==> config.mk <==
export PLATFORM = sky130hd
export DESIGN_NAME = osc_supervisor
export DESIGN_NICKNAME = d
export VERILOG_FILES = /design/src/rtl/osc_supervisor.sv
export SDC_FILE = /design/constraint.sdc
export NUM_CORES = 1
export LEC_CHECK = 0
export CAP_MARGIN = 20
export CORE_AREA = 2 2 39 41
export DETAILED_ROUTE_END_ITERATION = 16
export DIE_AREA = 0 0 41 43
export PLACE_DENSITY_LB_ADDON = 0.1
export SLEW_MARGIN = 20
export SYNTH_ARGS = -nofsm -noshare
export SYNTH_HDL_FRONTEND = slang
export SYNTH_SLANG_ARGS = --single-unit
==> constraint.sdc <==
create_clock -name clk_ref -period 1.6 [get_ports clk_ref]
set_input_delay 0.32 -clock clk_ref [delete_from_list [all_inputs] [get_ports clk_ref]]
set_output_delay 0.32 -clock clk_ref [all_outputs]
set_load 0.05 [all_outputs]
==> src/rtl/osc_supervisor.sv <==
module osc_supervisor #(
  parameter int TIMEOUT     = 16,
  parameter int SYNC_STAGES = 2
) (
  input  logic clk_ref,
  input  logic rst_n,
  input  logic ext_clk_in,
  input  logic mon_en_pin,
  input  logic sw_disable,
  input  logic prescale_mode,
  input  logic flag_clr,
  output logic sel_fallback,
  output logic fb_div2_en,
  output logic fail_irq
);
  localparam int CW = $clog2(TIMEOUT + 1);

  logic [SYNC_STAGES:0] sync_q;
  logic [CW-1:0]        idle_cnt;
  logic                 strap_taken, mode_q;
  logic                 seen_edge, mon_active, timeout_hit;

  assign seen_edge   = sync_q[SYNC_STAGES] ^ sync_q[SYNC_STAGES-1];
  assign mon_active  = mon_en_pin & ~sw_disable;
  assign timeout_hit = mon_active & ~seen_edge & ~sel_fallback &
                       (idle_cnt == CW'(TIMEOUT - 1));
  assign fb_div2_en  = sel_fallback & mode_q;

  always_ff @(posedge clk_ref or negedge rst_n)
    if (!rst_n) sync_q <= '0;
    else        sync_q <= {sync_q[SYNC_STAGES-1:0], ext_clk_in};

  always_ff @(posedge clk_ref or negedge rst_n)
    if (!rst_n)
      idle_cnt <= '0;
    else if (!mon_active || seen_edge || sel_fallback || timeout_hit)
      idle_cnt <= '0;
    else
      idle_cnt <= idle_cnt + 1'b1;

  always_ff @(posedge clk_ref or negedge rst_n)
    if (!rst_n) begin
      sel_fallback <= 1'b0;
      fail_irq     <= 1'b0;
    end else begin
      sel_fallback <= sel_fallback | timeout_hit;
      fail_irq     <= timeout_hit | (fail_irq & ~flag_clr);
    end

  always_ff @(posedge clk_ref or negedge rst_n)
    if (!rst_n) begin
      strap_taken <= 1'b0;
      mode_q      <= 1'b0;
    end else if (!strap_taken) begin
      strap_taken <= 1'b1;
      mode_q      <= prescale_mode;
    end

  a_r1_count_bound: assert property (@(posedge clk_ref) disable iff (!rst_n)
    idle_cnt < CW'(TIMEOUT));
  a_r4_fallback_sticky: assert property (@(posedge clk_ref) disable iff (!rst_n)
    sel_fallback |=> sel_fallback);
  a_r3_flag_with_switch: assert property (@(posedge clk_ref) disable iff (!rst_n)
    $rose(sel_fallback) |-> fail_irq);
  a_r5_pin_blocks: assert property (@(posedge clk_ref) disable iff (!rst_n)
    (!mon_en_pin && !sel_fallback) |=> !sel_fallback);
  a_r6_bit_blocks: assert property (@(posedge clk_ref) disable iff (!rst_n)
    (sw_disable && !sel_fallback) |=> !sel_fallback);
  a_r7_div_needs_fallback: assert property (@(posedge clk_ref) disable iff (!rst_n)
    fb_div2_en |-> sel_fallback);
  a_r8_clear_works: assert property (@(posedge clk_ref) disable iff (!rst_n)
    (flag_clr && sel_fallback) |=> !fail_irq);
endmodule

# Word level (Yosys, flattened, before mapping)
# Cells that the tools add are included.
[op_classes]
addsub = 1
n_eq_ne = 1
mux = 1
bitwise_logic = 13
n_reduce_logical = 4
[ops]
columns = ["cell", "n"]
rows = [
  ["1-bit AND", 6],
  ["5-bit by 1-bit adder with 5-bit output (second input constant)", 1],
  ["5-bit by 4-bit == test with 1-bit output (second input constant)", 1],
  ["5-bit two-way mux", 1],
  ["1-bit NOT", 4],
  ["1-bit logical OR", 3],
  ["1-bit OR", 2],
  ["1-bit logical NOT", 1],
  ["1-bit XOR", 1],
]
[totals]
register_bits = 12
in_bits = 7
output_inout_bits = 3
wordCells = 26

# Depth between registers and ports, before layout
# Gate-level depths: netlist of the first run.
[logic_depth]
depth_word = 7
depth_mapped = 5
depth_no_buf = 5

# Worst setup path after synthesis of the first run
# OpenSTA, ideal clock, no wires.
[synth_timing]
path_type = "flip-flop to flip-flop"
from = "reg idle_cnt[0]"
to = "reg idle_cnt[2]"
setup_time_ns = 0.072
t_arrival_ns = 1.589
required_time_ns = 1.528
slack_ns = -0.061
path_stages_with_launch = 6
n_path_buf = 0
period_less_slack_ns = 1.661
path_cell_list = "dfrtp_1 -> ha_1 -> and3_1 -> ha_1 -> or4_4 -> nor2_1"
[synth_via]
elab_chain_cells = 4
[synth_rtl]
columns = ["item", "line_no", "rtl"]
rows = [
  ["start, declared", "19", "logic [CW-1:0] idle_cnt;"],
  ["start signal, assigned", "39", "idle_cnt <= idle_cnt + 1'b1;"],
  ["branches (longest 3 deep; another with 5-bit by 1-bit adder with 5-bit output)", "--", ""],
  ["5-bit two-way mux *", "36", "else if (!mon_active || seen_edge || sel_fallback || timeout_hit)"],
]
# Mark *: on every way between the ends.
# A chain may end at the register's enable or synchronous reset.

# Final worst setup path of the first run
[layout_timing]
from = "reg idle_cnt[0]"
to = "reg idle_cnt[3]"
# The elaborated chain is that of the path after synthesis.

==> impl_metrics.yaml, run 1 <==
run_status:
  outcome: "completed"
layout:
  layout_fillers: 134
  antenna-diode-count: 0
  layout-area-overhead-vs-synth_pct: 47.0
  fraction_of_layout_cells_with_a_size_suffix_above_1_pct: 35.3
  post_route_cell_area_um2: 666
  final_nets: 62
  layout.core_utilization_pct: 48.1
  non_filler_cells_final: 67
grt:
  vias_in_the_first_global_route: 336
  overflow: 0
  initial_antenna_violation_count: 0
  grt_first_pass_wirelength_um: 1300
  grt_start_max_net_pins: 13
  grt_util_all_layers_pct: 11.4
sta:
  worstMarginPinSlew_ns: 0.522
  final.period_utilization_pct: 98.6
  grt_setup_unrepaired: "yes"
  setup-tns-final_ns: 0
  hold_slack_ns: 0.353
  post-route-min-period_ns: 1.58
  setup_viol_count_final: 0
  max_freq_ghz: 0.634
  final.setup_skew_ns: 0.00239
  max-slew-margin-rel_pct: 65.1
  maxSlewViolCount: 0
  fin_hold_viols: 0
worst_setup_path:
  arrival_ns: 1.78
  cp-endpoint: "idle_cnt[3]"
  timing.critical_path.fanout_max: 5
  rrSetupSlack_ns: 0.02
  reg2regPathDepth: 5
  worstSetupEndpointType: "flip-flop"
  crit_required_ns: 1.80
  r2r_start: "idle_cnt[0]"
  timing.critical_path.from_type: "flip-flop"
  reg2reg_to: "idle_cnt[3]"
  path_class: "flip-flop to flip-flop"
  crit_start: "idle_cnt[0]"
logic_synthesis:
  synth-main-ff-cell: "sky130_fd_sc_hd__dfrtp_1"
  syn_avg_cell_area_um2: 12.9
  yosys.area_share.adder_pct: 5.52
  postSynth.asyncResetShare_pct: 100
  synthDistinctLibCells: 16
  synth_edf_count: 0
  yosys.area.top_type: "sky130_fd_sc_hd__dfrtp_1"
  synth-xor-area-share_pct: 5.80
  synth-compound-area-share_pct: 3.59
  synth_top_family_by_area: "simple AND/OR/NAND/NOR gates"
  synth_simple_gate_area_share_pct: 13.0
  synthesis.instances: 35
  mappedNetlistNets: 44
  netlist_top_cells_area: "sky130_fd_sc_hd__dfrtp_1 66%, sky130_fd_sc_hd__ha_1 5.5%, sky130_fd_sc_hd__nor2_1 4.1%, sky130_fd_sc_hd__xor2_1 3.9%, sky130_fd_sc_hd__inv_1 2.5%"
  synth_seq_area_share_pct: 66.3
  synthesis.yosys.warnings: 0
  ys_ff_latch: 12
  synth_top_area_share_pct: 66.3
  fraction_of_synthesized_area_in_multiplexers_pct: 2.49
  synthesis.area_um2: 453
floorplan:
  start_util_pct: 32.7
  chipHeight_um: 43
  rows: 14
  floorplan.die.width_um: 41
  number_of_primary_i_o_pins: 10
  floorplan.core_area_mm2: 0.00138
  total_die_area_mm2: 0.00176
min_path:
  worst_hold_path_type: "flip-flop to flip-flop"
drt:
  drt-total-wl_um: 749
  first_pass_iters: 3
  drc: 0
  route.detailed.vias_per_inst: 4.52
  routed_wire_length_per_instance_um: 11.2
  drc_violation_total_after_the_first_tritonroute_iteration: 1
  route.vias.total: 303
  final_antenna_net_count: 0
pwr:
  static-leakage-power_nw: 0.308
  pwr_density_cell_mw_per_mm2: 793
  ir_worst_vdd_mv: 0.425
clock_network:
  cts.path.max_buffers: 2
  clk_latency_ns: 0.26
  cts-buffers-inserted: 3
  path_clk_slew_ns: 0.07
  cts_tree: "done"
  postCtsHoldBufs: 0
  tritoncts_sinks: 12
  ctsRootBufferMaster: "sky130_fd_sc_hd__clkbuf_4"
  cts.htree.levels: 1
placed_design:
  port_buffers: 9
  place_inst: 63
  dpl.hpwl_um: 591
  routability_congestion_estimate: 0.621
  post_dp_cell_area_um2: 603
flow_run:
  cap_viol_max_count: 0
## registers in the layout, indices dropped and copies added (netlist names)
register / cells
strap_taken: 1
idle_cnt: 5
mode_q: 1
fail_irq: 1
sync_q: 3
sel_fallback: 1
## cells in the final DEF, fill, tap and decap left out, drive strengths merged
master	Yosys	routed
a21o	1	1
a22o	1	1
and2	1	1
and3	1	1
buf	0	7
clkbuf	0	3
clkdlybuf4s50	0	6
conb	1	1
dfrtp	12	12
ha	2	2
inv	3	3
mux2	1	1
nand2b	1	1
nand3	1	1
nor2	5	5
nor3	1	1
or4	1	1
xnor2	1	1
xor2	2	2
## power by group
group          internal (mW)  switching [mW]  leakage (nW)
logic                 0.0218          0.0158         0.139
clock network         0.0869          0.0864        0.0138
registers              0.313         0.00435         0.156
## cells by family (layout without fill, tap and decap cells)
logic type | Yosys count | count (layout)
compound gates | 2 | 2
xor+xnor | 3 | 3
fa+ha+maj | 2 | 2
buf+inv | 3 | 19
flops | 12 | 12
mux | 1 | 1
other cells | 1 | 1
simple gates | 11 | 11
## cell type report
type / instances / area, µm² / share of cell area, %
Timing Repair Buffer: 13 / 138 / 20.7
Tap cell: 16 / 20.0 / 3.01
Sequential cell: 12 / 300 / 45.1
Clock buffer: 3 / 22.5 / 3.38
Multi-Input combinational cell: 20 / 174 / 26.1
Inverter: 3 / 11.3 / 1.69
## through the flow
stage | setup WS (ns) | power [mW]
floorplan | 0.0363 | 0.334
global placement | -0.00897 | 0.358
detailed placement | -0.0574 | 0.360
CTS | 0.0153 | 0.539
global route | -0.0289 | 0.557
finish | 0.0227 | 0.528
## how the worst min path moves through the flow
stage / start / endpoint / depth (start not counted)
after CTS: sync_q[0] / sync_q[1] / 0
after global placement: sync_q[0] / sync_q[1] / 0
after detailed placement: sync_q[0] / sync_q[1] / 0
after global routing: sync_q[0] / sync_q[1] / 0
after floorplan: rst_n / fail_irq / 0
final: sync_q[0] / sync_q[1] / 0
## Yosys cell counts, types with 2 or more instances
library cell,number
sky130_fd_sc_hd__dfrtp_1,12
sky130_fd_sc_hd__nor2_1,5
sky130_fd_sc_hd__inv_1,3
sky130_fd_sc_hd__ha_1,2
sky130_fd_sc_hd__xor2_1,2
## what timing repair did
item,in CTS,in global routing
pin swaps,0,1
resized for setup,3,5
setup endpoints to repair,4,5
buffers inserted,0,1
endpoints found under the hold margin,0,0
## metal layers
| layer | up-vias | wire (µm) | global-route usage (%) |
|---|---|---|---|
| li1 | 147 | - | - |
| met5 | - | 0 | 0 |
| met3 | 2 | 55 | 4.71 |
| met4 | 0 | 13 | 6.00 |
| met2 | 11 | 364 | 17.2 |
| met1 | 143 | 316 | 13.1 |
## worst max-delay path, stage by stage (launching register included)
cell	delay (ns)
sky130_fd_sc_hd__dfrtp_1	0.38
sky130_fd_sc_hd__ha_2	0.19
sky130_fd_sc_hd__and3_4	0.18
sky130_fd_sc_hd__ha_4	0.15
sky130_fd_sc_hd__or4_4	0.47
sky130_fd_sc_hd__nor2_2	0.13
No activity file was read; power rests on OpenSTA's default activity.
==> run 2: changes to the inputs <==
--- a/config.mk
+++ b/config.mk
@@ -5,6 +5,7 @@
 export SDC_FILE = /design/constraint.sdc
 export NUM_CORES = 1
 export LEC_CHECK = 0
+export ABC_CLOCK_PERIOD_IN_PS = 1600
 export CAP_MARGIN = 20
 export CORE_AREA = 2 2 39 41
 export DETAILED_ROUTE_END_ITERATION = 16
==> results of run 2 <==
Same layout as run 1: the final DEF is identical, and so are final timing and power.
==> run 3: changes to the inputs <==
--- a/config.mk
+++ b/config.mk
@@ -8,6 +8,7 @@
 export ABC_CLOCK_PERIOD_IN_PS = 1600
 export CAP_MARGIN = 20
 export CORE_AREA = 2 2 39 41
+export CTS_BUF_LIST = sky130_fd_sc_hd__clkbuf_8
 export DETAILED_ROUTE_END_ITERATION = 16
 export DIE_AREA = 0 0 41 43
 export PLACE_DENSITY_LB_ADDON = 0.1
==> impl_metrics.yaml, run 3 (synthesis results as in run 1) <==
min_path:
  min_from: "sync_q[0]"
  whs_path_depth: 0
  min_delay_worst_endpoint: "sync_q[1]"
  worst_hold_path_type: "flip-flop to flip-flop"
sta:
  final.setup_skew_ns: 0.00259
  fin_hold_viols: 0
  worstMarginPinSlew_ns: 0.518
  setup_viol_count_final: 0
  post-route-min-period_ns: 1.56
  max-slew-margin-rel_pct: 65.4
  grt_setup_unrepaired: "yes"
  max_freq_ghz: 0.639
  maxSlewViolCount: 0
  final.period_utilization_pct: 97.7
worst_setup_path:
  timing.critical_path.from_type: "flip-flop"
  cp_num_buf_inv: 0
  path_class: "flip-flop to flip-flop"
  arrival_ns: 1.73
  timing.critical_path.fanout_max: 5
  crit_path_top_delay_cell: "sky130_fd_sc_hd__or4_4"
  r2r_start: "idle_cnt[0]"
  critical-path-max-stage-delay_ns: 0.46
  path_common_cell: "sky130_fd_sc_hd__ha_2"
  critPathTopFamily: "simple AND/OR/NAND/NOR gates"
  worstSetupEndpointType: "flip-flop"
  reg2regPathDepth: 5
  crit_required_ns: 1.77
  rrSetupSlack_ns: 0.04
  cp_cell_sequence: "ha_2 > and3_4 > ha_2 > or4_4 > nor2_2"
  reg2reg_to: "idle_cnt[3]"
drt:
  drc: 0
  route.detailed.vias_per_inst: 4.49
  drc_violation_total_after_the_first_tritonroute_iteration: 3
  route.vias.total: 301
  first_pass_iters: 2
  drt-total-wl_um: 744
  routed_wire_length_per_instance_um: 11.1
  final_antenna_net_count: 0
grt:
  vias_in_the_first_global_route: 336
  initial_antenna_violation_count: 0
  grt_first_pass_wirelength_um: 1300
  grt_start_max_net_pins: 13
  overflow: 0
  grt_util_all_layers_pct: 11.4
layout:
  post_route_cell_area_um2: 667
  non_filler_cells_final: 67
  top_register: "idle_cnt"
  layout-area-overhead-vs-synth_pct: 47.2
  layout_top_registers: "idle_cnt: 5 flops, sync_q: 3 flops"
  fraction_of_layout_cells_with_a_size_suffix_above_1_pct: 33.3
  most-common-layout-cells: "12 x sky130_fd_sc_hd__dfrtp_1, 6 x sky130_fd_sc_hd__clkdlybuf4s50_1, 5 x sky130_fd_sc_hd__buf_4"
  largest_reg_flops: 5
  final_nets: 62
  antenna-diode-count: 0
  final_common_cell: "sky130_fd_sc_hd__dfrtp_1"
floorplan:
  floorplan.core_area_mm2: 0.00138
  total_die_area_mm2: 0.00176
  rows: 14
  start_util_pct: 32.7
  number_of_primary_i_o_pins: 10
  floorplan.die.width_um: 41
  chipHeight_um: 43
pwr:
  pwr_density_cell_mw_per_mm2: 923
  ir_worst_vdd_mv: 0.508
  static-leakage-power_nw: 0.314
  post_layout_total_power_uw: 616
clock_network:
  cts-buffers-inserted: 3
  ctsRootBufferMaster: "sky130_fd_sc_hd__clkbuf_8"
  clk_latency_ns: 0.23
  postCtsHoldBufs: 0
  cts.htree.levels: 1
  path_clk_slew_ns: 0.05
  cts.path.max_buffers: 2
  tritoncts_sinks: 12
  cts_tree: "done"
placed_design:
  port_buffers: 9
  routability_congestion_estimate: 0.621
  place_inst: 63
  post_dp_cell_area_um2: 603
  dpl.hpwl_um: 591
run_status:
  outcome: "completed"
flow_run:
  cap_viol_max_count: 0
-- run 3: stage by stage --
step | util, % | hold WS (ns) | TNS (ns) | setup slack [ns]
after floorplan | - | 0.0244 | 0 | 0.0363
after global placement | 43.6 | 0.339 | -0.0200 | -0.00897
after detailed placement | 43.6 | 0.337 | -0.133 | -0.0574
after CTS | 47.1 | 0.348 | 0 | 0.0197
after global routing | 48.2 | 0.366 | -0.0484 | -0.0223
final | 48.2 | 0.349 | 0 | 0.0361
-- run 3: what timing repair did --
action / in CTS / in global routing
buffers inserted: 0 / 1
setup endpoints to repair: 4 / 4
gates resized for setup: 3 / 2
-- run 3: how the worst max path moves through the flow --
stage	endpoint	slack (ns)	cells after the start	from
finish	idle_cnt[3]	0.04	5	idle_cnt[0]
detailed placement	idle_cnt[3]	-0.06	4	sw_disable
global route	idle_cnt[3]	-0.02	5	idle_cnt[0]
global placement	idle_cnt[3]	-0.009	4	sw_disable
CTS	idle_cnt[3]	0.02	5	idle_cnt[0]
floorplan	idle_cnt[2]	0.04	5	idle_cnt[0]
-- run 3: worst reg2reg max path: stages (launching register included) --
cell and delay [ns]:
sky130_fd_sc_hd__dfrtp_1 0.38, sky130_fd_sc_hd__ha_2 0.19, sky130_fd_sc_hd__and3_4 0.17, sky130_fd_sc_hd__ha_2 0.17, sky130_fd_sc_hd__or4_4 0.46, sky130_fd_sc_hd__nor2_2 0.13
-- run 3: metal layers --
metal	track usage (%)	vias to the layer above	routed length, µm
met1	13.1	141	304
met2	17.2	11	363
met4	6.00	0	14
met3	4.71	3	61
li1	-	146	-
met5	0	-	0
-- run 3: layout make-up --
| type | count | area, µm² |
|---|---|---|
| fillers | 134 | 717 |
| repair buffers | 13 | 138 |
| clock buffers | 3 | 41.3 |
| multi-input cells | 20 | 156 |
| inverters | 3 | 11.3 |
| flip-flops and latches | 12 | 300 |
| well taps | 16 | 20.0 |
-- run 3: power breakdown --
group	total, mW	internal, mW	switching, mW
sequential	0.318	0.314	0.00417
clock	0.261	0.165	0.0962
combinational	0.0368	0.0218	0.0150
